==> src/rtl/extirq_pkg.sv <==
package extirq_pkg;

    localparam int NUM_PINS   = 4;
    localparam int CTRL_W     = 32;
    localparam int MASTER_BIT = 12;
    localparam int ROUTE_BIT  = 0;

    typedef enum logic [1:0] {
        SENSE_HIGH = 2'd0,
        SENSE_RISE = 2'd1,
        SENSE_FALL = 2'd2,
        SENSE_LOW  = 2'd3
    } sense_e;

    typedef struct packed {
        sense_e sense;
        logic   en;
    } pin_cfg_t;

    function automatic int sense_lsb(input int n);
        return 22 - 2 * n;
    endfunction

    function automatic int en_bit(input int n);
        return 11 - n;
    endfunction

    function automatic int clr_bit(input int n);
        return 27 - n;
    endfunction

    function automatic logic is_edge_mode(input sense_e s);
        return (s == SENSE_RISE) || (s == SENSE_FALL);
    endfunction

    function automatic logic is_inverted(input sense_e s);
        return (s == SENSE_FALL) || (s == SENSE_LOW);
    endfunction

endpackage

==> src/rtl/extirq_sync.sv <==
module extirq_sync #(
    parameter int STAGES = 2
) (
    input  logic clk,
    input  logic rst,
    input  logic d,
    output logic q
);
    logic [STAGES-1:0] chain;

    always_ff @(posedge clk) begin
        if (rst) chain <= '0;
        else     chain <= {chain[STAGES-2:0], d};
    end

    assign q = chain[STAGES-1];
endmodule

==> src/rtl/extirq_regs.sv <==
module extirq_regs
    import extirq_pkg::*;
(
    input  logic                          clk,
    input  logic                          rst,
    input  logic                          wr_en,
    input  logic [CTRL_W-1:0]             wr_data,
    output pin_cfg_t [NUM_PINS-1:0]       cfg,
    output logic                          master,
    output logic [NUM_PINS-1:0]           clr,
    output logic [CTRL_W-1:0]             rd_data
);
    pin_cfg_t [NUM_PINS-1:0] cfg_q;
    logic                    master_q;
    logic                    route_q;

    always_ff @(posedge clk) begin
        if (rst) begin
            cfg_q    <= '0;
            master_q <= 1'b0;
            route_q  <= 1'b0;
        end else if (wr_en) begin
            for (int n = 0; n < NUM_PINS; n++) begin
                cfg_q[n].sense <= sense_e'(wr_data[sense_lsb(n) +: 2]);
                cfg_q[n].en    <= wr_data[en_bit(n)];
            end
            master_q <= wr_data[MASTER_BIT];
            route_q  <= wr_data[ROUTE_BIT];
        end
    end

    always_comb begin
        for (int n = 0; n < NUM_PINS; n++) begin
            clr[n] = wr_en && wr_data[clr_bit(n)];
        end
    end

    always_comb begin
        rd_data = '0;
        for (int n = 0; n < NUM_PINS; n++) begin
            rd_data[sense_lsb(n) +: 2] = cfg_q[n].sense;
            rd_data[en_bit(n)]         = cfg_q[n].en;
        end
        rd_data[MASTER_BIT] = master_q;
        rd_data[ROUTE_BIT]  = route_q;
    end

    assign cfg    = cfg_q;
    assign master = master_q;

    logic unused_wr_bits;
    assign unused_wr_bits = ^{wr_data[31:28], wr_data[15:13], wr_data[7:1]};

    AST_MASTER_WRITE: assert property (@(posedge clk) disable iff (rst)
        wr_en |=> (rd_data[MASTER_BIT] == $past(wr_data[MASTER_BIT])));

    AST_CLR_READS_ZERO: assert property (@(posedge clk) disable iff (rst)
        wr_en |=> (rd_data[27:24] == 4'd0));
endmodule

==> src/rtl/extirq_pin.sv <==
module extirq_pin
    import extirq_pkg::*;
(
    input  logic   clk,
    input  logic   rst,
    input  logic   pin_s,
    input  sense_e sense,
    input  logic   en,
    input  logic   master,
    input  logic   clr,
    output logic   req
);
    logic prev_q;
    logic latch_q;
    logic latch_d;
    logic edge_mode;
    logic inv;
    logic hit;
    logic level_act;

    assign edge_mode = is_edge_mode(sense);
    assign inv       = is_inverted(sense);
    assign level_act = pin_s ^ inv;
    assign hit       = edge_mode && (inv ? (prev_q && !pin_s) : (pin_s && !prev_q));

    always_comb begin
        if (!edge_mode) latch_d = 1'b0;
        else if (hit)   latch_d = 1'b1;
        else if (clr)   latch_d = 1'b0;
        else            latch_d = latch_q;
    end

    always_ff @(posedge clk) begin
        if (rst) begin
            prev_q  <= 1'b0;
            latch_q <= 1'b0;
        end else begin
            prev_q  <= pin_s;
            latch_q <= latch_d;
        end
    end

    assign req = master && en && (edge_mode ? latch_q : level_act);

    AST_LATCH_STICKY: assert property (@(posedge clk) disable iff (rst)
        (edge_mode && latch_q && !clr) |=> latch_q);

    AST_CLEAR_TAKES: assert property (@(posedge clk) disable iff (rst)
        (edge_mode && latch_q && clr && !hit) |=> !latch_q);

    AST_SET_BEATS_CLEAR: assert property (@(posedge clk) disable iff (rst)
        (hit && clr) |=> latch_q);
endmodule

==> src/rtl/extirq_cond.sv <==
module extirq_cond
    import extirq_pkg::*;
#(
    parameter int SYNC_STAGES = 2
) (
    input  logic                clk,
    input  logic                rst,
    input  logic [3:0]          pin_i,
    input  logic                wr_en,
    input  logic [31:0]         wr_data,
    output logic [31:0]         rd_data,
    output logic                crit_req,
    output logic [2:0]          main_req
);
    pin_cfg_t [NUM_PINS-1:0] cfg;
    logic                    master;
    logic [NUM_PINS-1:0]     clr;
    logic [NUM_PINS-1:0]     pin_s;
    logic [NUM_PINS-1:0]     req;

    extirq_regs u_regs (
        .clk     (clk),
        .rst     (rst),
        .wr_en   (wr_en),
        .wr_data (wr_data),
        .cfg     (cfg),
        .master  (master),
        .clr     (clr),
        .rd_data (rd_data)
    );

    for (genvar n = 0; n < NUM_PINS; n++) begin : g_pin
        extirq_sync #(.STAGES(SYNC_STAGES)) u_sync (
            .clk (clk),
            .rst (rst),
            .d   (pin_i[n]),
            .q   (pin_s[n])
        );

        extirq_pin u_pin (
            .clk    (clk),
            .rst    (rst),
            .pin_s  (pin_s[n]),
            .sense  (cfg[n].sense),
            .en     (cfg[n].en),
            .master (master),
            .clr    (clr[n]),
            .req    (req[n])
        );
    end

    assign crit_req = req[0];
    assign main_req = req[NUM_PINS-1:1];

    AST_CRIT_GATED: assert property (@(posedge clk) disable iff (rst)
        crit_req |-> (rd_data[MASTER_BIT] && rd_data[en_bit(0)]));

    AST_MAIN_GATED: assert property (@(posedge clk) disable iff (rst)
        (main_req != 3'd0) |-> rd_data[MASTER_BIT]);
endmodule

==> config.mk <==
export PLATFORM = sky130hd
export DESIGN_NAME = extirq_cond
export DESIGN_NICKNAME = d
export VERILOG_FILES = /design/src/rtl/extirq_pkg.sv /design/src/rtl/extirq_sync.sv /design/src/rtl/extirq_regs.sv /design/src/rtl/extirq_pin.sv /design/src/rtl/extirq_cond.sv
export SDC_FILE = /design/constraint.sdc
export NUM_CORES = 1
export LEC_CHECK = 0
export ABC_CLOCK_PERIOD_IN_PS = 2500
export BUFFER_PORTS_ARGS = -buffer_cell sky130_fd_sc_hd__buf_2
export CORE_MARGIN = 4
export CORE_UTILIZATION = 50
export CTS_BUF_LIST = sky130_fd_sc_hd__clkbuf_4 sky130_fd_sc_hd__clkbuf_8
export CTS_CLUSTER_SIZE = 28
export DETAILED_ROUTE_END_ITERATION = 10
export PLACE_DENSITY = 0.84
export SLEW_MARGIN = 10
export SYNTH_ARGS = -nofsm -noshare
export SYNTH_HDL_FRONTEND = slang
export SYNTH_SLANG_ARGS = --single-unit
==> constraint.sdc <==
create_clock -name clk -period 2.5 [get_ports clk]
set_clock_uncertainty 0.1 [all_clocks]
set_input_delay 0.125 -clock clk [delete_from_list [all_inputs] [get_ports clk]]
set_output_delay 0.125 -clock clk [all_outputs]
set_load 0.02 [all_outputs]
After elaboration in Yosys (flattened, before gate mapping)
Index checks and enable logic that the tools add are counted. W data, S select, Z words.

Bits in registers: 30. Output and inout bits: 36.

Equality and inequality tests: 12. Mux-type cells: 16. Bitwise operators: 8. Reductions and logical operators: 48.

Operators by type and width (count): $logic_and A1 B1 Y1 (24); $eq A2 B2 Y1 const B (8); $mux W1 (16); $eq A2 B1 Y1 const B (4); $logic_not A1 Y1 (8); $logic_or A1 B1 Y1 (8); $reduce_bool A2 Y1 (4); $reduce_or A2 Y1 (4); $not A1 Y1 (4); $xor A1 B1 Y1 (4).

Depth between registers and ports, before layout
Gate-level depths: netlist of the first run.

Word-level depth: 5. Mapped depth: 6. Gate-level depth less buffers: 5.

Hierarchy
From an unflattened synthesis of the first run, not the netlist that was laid out.

Cell total of the unflattened synthesis: 166. Area total of the unflattened synthesis: 1549.0 um2.

By module, submodules not included: extirq_regs (times used 1, cells an instance 82, area an instance 783.3 um2, seq. area each 280.3 um2); extirq_pin (times used 4, cells an instance 17, area an instance 138.9 um2, seq. area each 40.0 um2); extirq_sync (times used 4, cells an instance 4, area an instance 52.6 um2, seq. area each 40.0 um2).

Least setup slack after synthesis of the first run
Ideal clock, no wire load.

Path kind: reg2out. Start point: reg, netlist name u_regs.cfg[10]. End point: out main_req[2]. Arrival time: 1540 ps. Setup slack: 735 ps. Stages on the path, launching flop included: 7. Path buffers: 1. Cells stage by stage: dfxtp_1 inv_1 ha_1 or3_2 a31oi_1 nor2_1 buf_4.

Longest elaborated chain between the ends: 5. Elaborated cells on any way between the ends: 8.

RTL lines: $eq A2 B2 Y1, on equally long branches (line extirq_pkg.sv:33, extirq_pkg.sv:37); $logic_or A1 B1 Y1 (line extirq_pkg.sv:37) `return (s == SENSE_FALL) || (s == SENSE_LOW);`; $xor A1 B1 Y1 (line extirq_pin.sv:23) `assign level_act = pin_s ^ inv;`; $mux W1 * (line extirq_pin.sv:43) `assign req = master && en && (edge_mode ? latch_q : level_act);`; $logic_and A1 B1 Y1 * (line extirq_pin.sv:43); to (decl) (line extirq_cond.sv:13) `output logic [2:0] main_req`.

Every way passes the cells marked *; elsewhere a longest branch is shown, timed or not.

Worst setup path in the final report of the first run
Start point: reg, netlist name u_regs.cfg[10]. End point: out main_req[2].

Longest elaborated chain between the ends: 5. Elaborated cells on any way between the ends: 8.

RTL lines (line): $eq A2 B2 Y1, on equally long branches (extirq_pkg.sv:33, extirq_pkg.sv:37); $logic_or A1 B1 Y1 (extirq_pkg.sv:37); $xor A1 B1 Y1 (extirq_pin.sv:23); $mux W1 * (extirq_pin.sv:43); $logic_and A1 B1 Y1 * (extirq_pin.sv:43).

Marked as above.

==> results of run 1 <==
area by class of cell:
| cell class | count | share of cell area |
|---|---|---|
| Clock buffer | 7 | 0.02879 |
| Inverter | 8 | 0.01645 |
| Multi-Input combinational cell | 110 | 0.3797 |
| Sequential cell | 30 | 0.3290 |
| Tap cell | 31 | 0.02125 |
| Timing Repair Buffer | 62 | 0.2248 |
cell families after synthesis:
family                   count (synthesis)  share of synthesized area
other                                    1                   0.002527
AND/OR/NAND/NOR                         54                     0.1771
buffers and inverters                   40                     0.1712
flip-flops                              30                     0.4047
AO/OA/AOI/OAI                           16                    0.08263
multiplexers                            14                    0.09443
adder cells (fa/ha/maj)                  8                    0.06746
sequential cells by signal, summed over array words and instances, names as in the netlist:
name / count
g_pin.u_pin.latch_q: 4
g_pin.u_pin.prev_q: 4
g_pin.u_sync.chain: 8
u_regs.cfg: 12
u_regs.master: 1
u_regs.route_q: 1
worst min path at each step:
stage,start,endpoint
final,wr_data[26],g_pin[1].u_pin.latch_q
after global routing,wr_data[26],g_pin[1].u_pin.latch_q
after CTS,wr_data[26],g_pin[1].u_pin.latch_q
after detailed placement,pin_i[2],g_pin[2].u_sync.chain[0]
after global placement,pin_i[2],g_pin[2].u_sync.chain[0]
after floorplan,pin_i[0],g_pin[0].u_sync.chain[0]
worst max-delay path, cell delays in order (launching register included):
cell and delay, ps:
dfxtp_1 390, inv_1 60, ha_1 220, or3_2 450
a31oi_1 180, nor2_1 50, buf_2 150
cell usage after synthesis:
| cell type | n | area, sq um |
|---|---|---|
| o211ai_1 | 4 | 30.03 |
| conb_1 | 1 | 3.750 |
| a31oi_1 | 4 | 25.02 |
| mux2i_1 | 14 | 140.1 |
| a311oi_1 | 2 | 17.52 |
| ha_1 | 8 | 100.1 |
| inv_1 | 8 | 30.03 |
| or4_4 | 1 | 11.26 |
| o21ai_0 | 4 | 20.02 |
| nor2_1 | 22 | 82.58 |
| buf_2 | 2 | 10.01 |
| buf_4 | 27 | 202.7 |
| nand2_1 | 12 | 45.04 |
| clkbuf_1 | 3 | 11.26 |
| a311oi_2 | 2 | 30.03 |
| or4_1 | 3 | 22.52 |
| or3_1 | 3 | 18.77 |
| dfxtp_1 | 30 | 600.6 |
| or3_2 | 1 | 7.510 |
| nor2b_1 | 12 | 75.07 |
power breakdown:
part / total [W] / leakage, nW / internal (W) / switching (W)
sequential: 0.000516 / 0.247 / 0.000500 / 0.0000161
clock: 0.000278 / 0.0322 / 0.000128 / 0.000150
combinational: 0.000175 / 0.600 / 0.0000769 / 0.0000982
layer usage:
metal,global-route usage,part of all wire,vias up
met5,0,0,-
met4,0.08264,0.016,0
met3,0.05216,0.078,5
met2,0.2863,0.50,42
met1,0.1727,0.40,525
li1,-,-,602
through the flow:
step	worst slack, ps	total power [W]	hold slack (ps)	instance area [sq um]	std cells
3_3_place_gp	827.8	0.0006723	231.6	1573	221
2_1_floorplan	735.2	0.0006614	153.2	1548	180
4_1_cts	437.6	0.0009789	6.018	1826	248
3_5_place_dp	796.1	0.0006768	241.3	1573	221
5_1_grt	357.5	0.001023	35.89	1826	248
6_report	458.8	0.0009686	12.52	1826	248
==> results.cfg, run 1 <==
[worst_setup_path]
path_max_fanout = 4
reg2reg_slack_ps = 890
r2r_start = u_regs.cfg[1]
reg2reg_to = g_pin[0].u_pin.latch_q
setup.worst_path.end_class = output pin
rr_worst_depth = 4
critPathRequiredTime_ps = 2280
critical_path.startpoint_type = flip-flop
worst_ep_arrival_time_ps = 1820
criticalPathCategory = flip-flop to output pin
crit_start = u_regs.cfg[10]
critPathCapture = main_req[2]

[die]
ios = 75
rows = 19
start_util = 0.5290
core_sq_um = 2805
die_h_um = 62.48
die_area_sq_um = 3903
die_x_um = 62.48

[final_layout]
final-seq-area_sq_um = 600.6
layout_commonest_cell = buf_2
antennaDiodeCount = 0
nNetsFinal = 264
layout-drive-gt1-share = 0.2442
final_cell_mix = buf_2 (42), dfxtp_1 (30), nor2_1 (22)
multi_input_comb_area_sq_um = 693.2
finish.utilization = 0.6508
area_growth_pct = 23.02
fillerInstances = 232

[clock_network]
clock-root-buffer = clkbuf_4
clkTransAtPathRegs_ps = 80
cts_resized = 0
clkLatencyLatePin_ps = 310
clk_path_buf_depth = 2
cts_buffers = 5
htree_num_levels = 2
clock_sinks = 30
holdBufCountCts = 20
cts_setup_buffers = 0
tritoncts = built

[timing]
max_freq_mhz = 489.9
fin_crit_sh = 0.8165
hold_viol = 0
fin_crit_ps = 2041
setup_viol = 0
worst_pin_slew_ps = 563.6
rsz0062_at_grt = false
drv_slew = 0
fin_setup_tns_ps = 0
maxSlewHeadroom = 0.6243

[routing]
drt-pass1-iter-count = 4
wirelength_um = 2918
initialDrtViolationCount = 25
vias = 1174
drc = 0
ant_nets = 0
post_drt_wl_per_cell_um = 11.77
via_per_inst = 4.734

[grt]
grt_pass1_wl_um = 5002
grt_max_degree = 31
grt.total_usage = 0.1626
grt_pass1_vias = 1109
antenna_found_initial = 0
grt.overflow.total = 0

[power]
p_leak_nw = 0.8788
peakVddDrop_mv = 0.3965
cellPowerDensity_nw_per_um2 = 530.6

[logic_synthesis]
ys_seq_area_frac = 0.4047
ys_ff_latch = 30
netlist-cell-type-count = 20
syn_avg_cell_area_sq_um = 9.104
synthCells = 163
synthesis.area_sq_um = 1484
yosysWarningCount = 0

[run_status]
status = completed

[min_path]
whs_path_depth = 4
hold_class = input port to flip-flop

[placement]
port-buffer-count = 42
finalWeightedCongestion = 0.7121
dp_hpwl_um = 1939

[run]
maxCapViolCount = 0
Note: power is estimated with default switching activity, not from simulation.
==> inputs of run 2 (changes only) <==
Settings changed: ABC_CLOCK_PERIOD_IN_PS 2500 to 1950, CORE_UTILIZATION 50 to 47, PLACE_DENSITY 0.84 to 0.79.
Clock period 2.5 ns to 1.95 ns, I/O delays scaled along.
==> run 2 against run 1 <==
Utilization shrank 2.6 points. Clock power rose by 27%. Final area increased by 3.6%. Sequential share of layout area shrank 0.89 points. Non-clock buffer count rose by 4. Worst setup slack lost 340 ps. First-iteration DRC count grew 56%. Worst hold slack better by 120 ps. Critical path depth unchanged. Critical path type unchanged. Critical endpoint is now main_req[1].
==> results.cfg, run 2 (same netlist as run 1, synthesis figures left out) <==
[run_status]
status = completed

[worst_setup_path]
critPathRequiredTime_ps = 1750
r2r_start = u_regs.cfg[10]
worst_ep_arrival_time_ps = 1630
crit_start = u_regs.cfg[7]
critical_path.startpoint_type = flip-flop
path_max_fanout = 4
rr_worst_depth = 5
reg2reg_slack_ps = 360
criticalPathCategory = flip-flop to output pin
reg2reg_to = g_pin[3].u_pin.latch_q
setup.worst_path.end_class = output pin

[routing]
initialDrtViolationCount = 39
ant_nets = 0
vias = 1181
drt-pass1-iter-count = 2
via_per_inst = 4.473
drc = 0
post_drt_wl_per_cell_um = 11.46
wirelength_um = 3026

[timing]
fin_crit_ps = 1831
max_freq_mhz = 546.2
maxSlewHeadroom = 0.6331
drv_slew = 0
setup_viol = 0
hold_ws_ps = 135.1
fin_setup_tns_ps = 0
hold_viol = 0
fin_crit_sh = 0.9389
worst_pin_slew_ps = 550.3

[final_layout]
layout_commonest_cell = buf_2
area_growth_pct = 27.49
final_cell_mix = buf_2 (41), dfxtp_1 (26), nor2_1 (22), dlygate4sd3_1 (22), conb_1 (18)
finish.utilization = 0.6248
antennaDiodeCount = 0
final_area_sq_um = 1892
layout-drive-gt1-share = 0.2727
largest_reg_flops = 12
nNetsFinal = 268

[grt]
grt_pass1_vias = 1178
grt.total_usage = 0.1612
grt_max_degree = 31
antenna_found_initial = 0
grt_pass1_wl_um = 5106
grt.overflow.total = 0

[power]
p_leak_nw = 0.8937
p_total_w = 0.001250
peakVddDrop_mv = 0.4823
cellPowerDensity_nw_per_um2 = 660.8

[die]
start_util = 0.4901
ios = 75
rows = 20
die_h_um = 64.19
core_sq_um = 3028
die_area_sq_um = 4120
die_x_um = 64.19

[clock_network]
clk_path_buf_depth = 2
clkTransAtPathRegs_ps = 80
clock_sinks = 30
htree_num_levels = 2
clkLatencyLatePin_ps = 310
cts_buffers = 5
tritoncts = built
clock-root-buffer = clkbuf_4

[min_path]
whs_path_depth = 2
min_from = rst
worst_hold_path.endpoint = g_pin[0].u_pin.prev_q
hold_class = input port to flip-flop

[placement]
port-buffer-count = 42
dp_hpwl_um = 2012
placed_area_sq_um = 1589
finalWeightedCongestion = 0.7357

[run]
maxCapViolCount = 0
-- run 2: through the flow --
| stage | setup WS (ps) | std cells |
|---|---|---|
| detailed placement | 279.6 | 234 |
| finish | 119.2 | 264 |
| global placement | 313.2 | 234 |
| global route | -3.703 | 264 |
| CTS | 6.571 | 263 |
| floorplan | 212.7 | 180 |
-- run 2: how the worst max path moves through the flow --
stage | slack [ps] | to | cells after the start
2_1_floorplan | 210 | main_req[2] | 6
3_3_place_gp | 310 | main_req[2] | 6
3_5_place_dp | 280 | main_req[2] | 6
4_1_cts | 7 | main_req[1] | 6
5_1_grt | -4 | crit_req | 6
6_report | 120 | main_req[1] | 6
-- run 2: routing by layer --
| metal | vias to the layer above | track usage | wire length [um] |
|---|---|---|---|
| met1 | 529 | 0.1649 | 1209 |
| met3 | 5 | 0.05272 | 193 |
| met2 | 36 | 0.2877 | 1582 |
| met4 | 0 | 0.08707 | 40 |
| met5 | - | 0 | 0 |
| li1 | 611 | - | - |
-- run 2: critical path, stage by stage, from the launching register on --
cell and delay [ps]:
dfxtp_2 360, inv_1 50, ha_1 210, or3_1 370, a31oi_1 130, nor2_1 50
buf_2 150
-- run 2: what timing repair did --
item | 4_1_cts | 5_1_grt
endpoints found under the hold margin | 22 | 0
pin swaps | 1 | 3
gates resized for setup | 3 | 5
endpoints found under the setup margin | 2 | 4
hold buffers | 22 | 0
buffers inserted | 1 | 1
-- run 2: layout make-up --
class,instances,area [sq um]
Clock buffer,6,51.30
Fill cell,256,1136
Inverter,8,30.03
Multi-Input combinational cell,110,701.9
Sequential cell,30,605.6
Tap cell,44,55.05
Timing Repair Buffer,66,447.9
-- run 2: where the power goes --
part,internal (W),switching (W)
sequential,0.000642,0.0000208
combinational,0.000107,0.000127
clock,0.000162,0.000191
total,0.000911,0.000340
==> inputs of run 3 (changes only) <==
Settings changed: BUFFER_PORTS_ARGS -buffer_cell sky130_fd_sc_hd__buf_2 to not set, CORE_UTILIZATION 47 to 65, DONT_BUFFER_PORTS set to 1, PLACE_DENSITY 0.79 to 0.86.
==> run 3 against run 2 <==
Final area shrank 6.9%. Highest routed layer unchanged. Largest power group unchanged. Critical endpoint is now crit_req. Combinational power shrank 16%. Power is 10% higher. Via count down 9.9%. Critical path type unchanged.
==> results.cfg, run 3 (same netlist as run 1, synthesis figures left out) <==
[run_status]
status = completed

[worst_setup_path]
reg2reg_to = g_pin[0].u_pin.latch_q
critical_path.startpoint_type = flip-flop
rr_worst_depth = 4
reg2reg_slack_ps = 340
criticalPathCategory = flip-flop to output pin
critPathCapture = crit_req
crit_start = u_regs.cfg[1]
path_max_fanout = 4
worst_ep_arrival_time_ps = 1670
critPathRequiredTime_ps = 1750
setup.worst_path.end_class = output pin
r2r_start = u_regs.cfg[1]

[timing]
setup_viol = 0
fin_crit_sh = 0.9556
drv_slew = 0
max_freq_mhz = 536.6
worst_pin_slew_ps = 1102
hold_viol = 0
fin_crit_ps = 1863
maxSlewHeadroom = 0.2652

[final_layout]
final_cell_mix = dfxtp_1 (25), dlygate4sd3_1 (23), nor2_1 (18), conb_1 (18), mux2i_1 (14)
finish.utilization = 0.8035
layout_commonest_cell = dfxtp_1
antennaDiodeCount = 0
layout-drive-gt1-share = 0.1484
area_growth_pct = 18.63
nNetsFinal = 229
largest_reg_flops = 12

[die]
die_h_um = 55.78
die_area_sq_um = 3111
die_x_um = 55.78
ios = 75
core_sq_um = 2191
start_util = 0.6773
rows = 17

[placement]
dp_hpwl_um = 1845
port-buffer-count = 0
finalWeightedCongestion = 0.7142

[clock_network]
clock_sinks = 30
clk_path_buf_depth = 2
clock-root-buffer = clkbuf_4
clkLatencyLatePin_ps = 320
cts_setup_buffers = 0
tritoncts = built
htree_num_levels = 2
cts_buffers = 5
clkTransAtPathRegs_ps = 90

[power]
p_leak_nw = 0.7484
power_frac_comb = 0.143
p_total_w = 0.001378
p_clk_frac = 0.363
seqPwrFrac = 0.494
switching_share = 0.2533
intPower_w = 0.001029
peakVddDrop_mv = 0.9637
cellPowerDensity_nw_per_um2 = 782.6
switchingPower_w = 0.0003490

[grt]
grt.overflow.total = 0
grt_max_degree = 31
grt_pass1_vias = 1039
antenna_found_initial = 0
grt.total_usage = 0.1979
grt_pass1_wl_um = 4712

[routing]
post_drt_wl_per_cell_um = 13.76
initialDrtViolationCount = 23
drc = 0
ant_nets = 0
via_per_inst = 5.067
wirelength_um = 2890
drt-pass1-iter-count = 4
vias = 1064

[min_path]
whs_path_depth = 2
hold_class = input port to flip-flop

[run]
maxCapViolCount = 0
[run 3: changes by cell type in the layout (fill, tap and decap cells not counted), sizes merged]
cell | previous run | this run
buf | 44 | 3
bufinv | 0 | 1
dlygate4sd3 | 22 | 23
dlymetal6s4s | 0 | 1
[run 3: cell type report]
class                           instances  area (sq um)
Multi-Input combinational cell        110         742.0
Sequential cell                        30         606.8
Tap cell                               28         35.03
Timing Repair Buffer                   27         265.3
Fill cell                             151         430.4
Inverter                                8         30.03
Clock inverter                          1         30.03
Clock buffer                            6         51.30
[run 3: per-layer routing]
layer,GRT usage,wire length [um],vias to the layer above
li1,-,-,534
met1,0.1957,1069,480
met2,0.3446,1507,43
met3,0.08817,252,7
met4,0.1042,61,0
met5,0,0,-
[run 3: what timing repair did]
item,CTS,global route
pin swaps,1,1
hold endpoints to repair,30,0
hold buffers,24,0
setup endpoints to repair,2,4
resized for setup,7,10
[run 3: worst max-delay path: stages, from the launching register on]
cell and delay, ps:
dfxtp_1 320, buf_4 160, ha_1 230, or3_1 330
a31oi_2 200, nor2_2 100
[run 3: worst min-delay path by stage]
stage,from,end,slack (ps)
final,pin_i[2],g_pin[2].u_sync.chain[0],340
after global routing,pin_i[0],g_pin[0].u_sync.chain[0],340
after CTS,pin_i[3],g_pin[3].u_sync.chain[0],320
after detailed placement,rst,g_pin[0].u_pin.prev_q,70
after global placement,rst,g_pin[2].u_pin.prev_q,70
after floorplan,pin_i[0],g_pin[0].u_sync.chain[0],130
[run 3: power groups by stage]
| stage | Clock [W] | Combinational, W | Sequential, W |
|---|---|---|---|
| global placement | 0 | 0.000120 | 0.000691 |
| floorplan | 0 | 0.000165 | 0.000683 |
| global route | 0.000543 | 0.000216 | 0.000685 |
| finish | 0.000500 | 0.000197 | 0.000681 |
| detailed placement | 0 | 0.000126 | 0.000693 |
| CTS | 0.000517 | 0.000188 | 0.000679 |
[run 3: through the flow]
stage | std cells | worst slack (ps) | setup TNS (ps) | hold slack [ps] | area [sq um]
3_5_place_dp | 179 | 290.6 | 0 | 70.05 | 1381
3_3_place_gp | 179 | 341.8 | 0 | 68.22 | 1381
5_1_grt | 210 | -2.508 | -2.508 | 340.1 | 1760
2_1_floorplan | 180 | 212.7 | 0 | 125.7 | 1548
4_1_cts | 210 | 5.544 | 0 | 318.6 | 1730
6_report | 210 | 86.53 | 0 | 342.0 | 1760
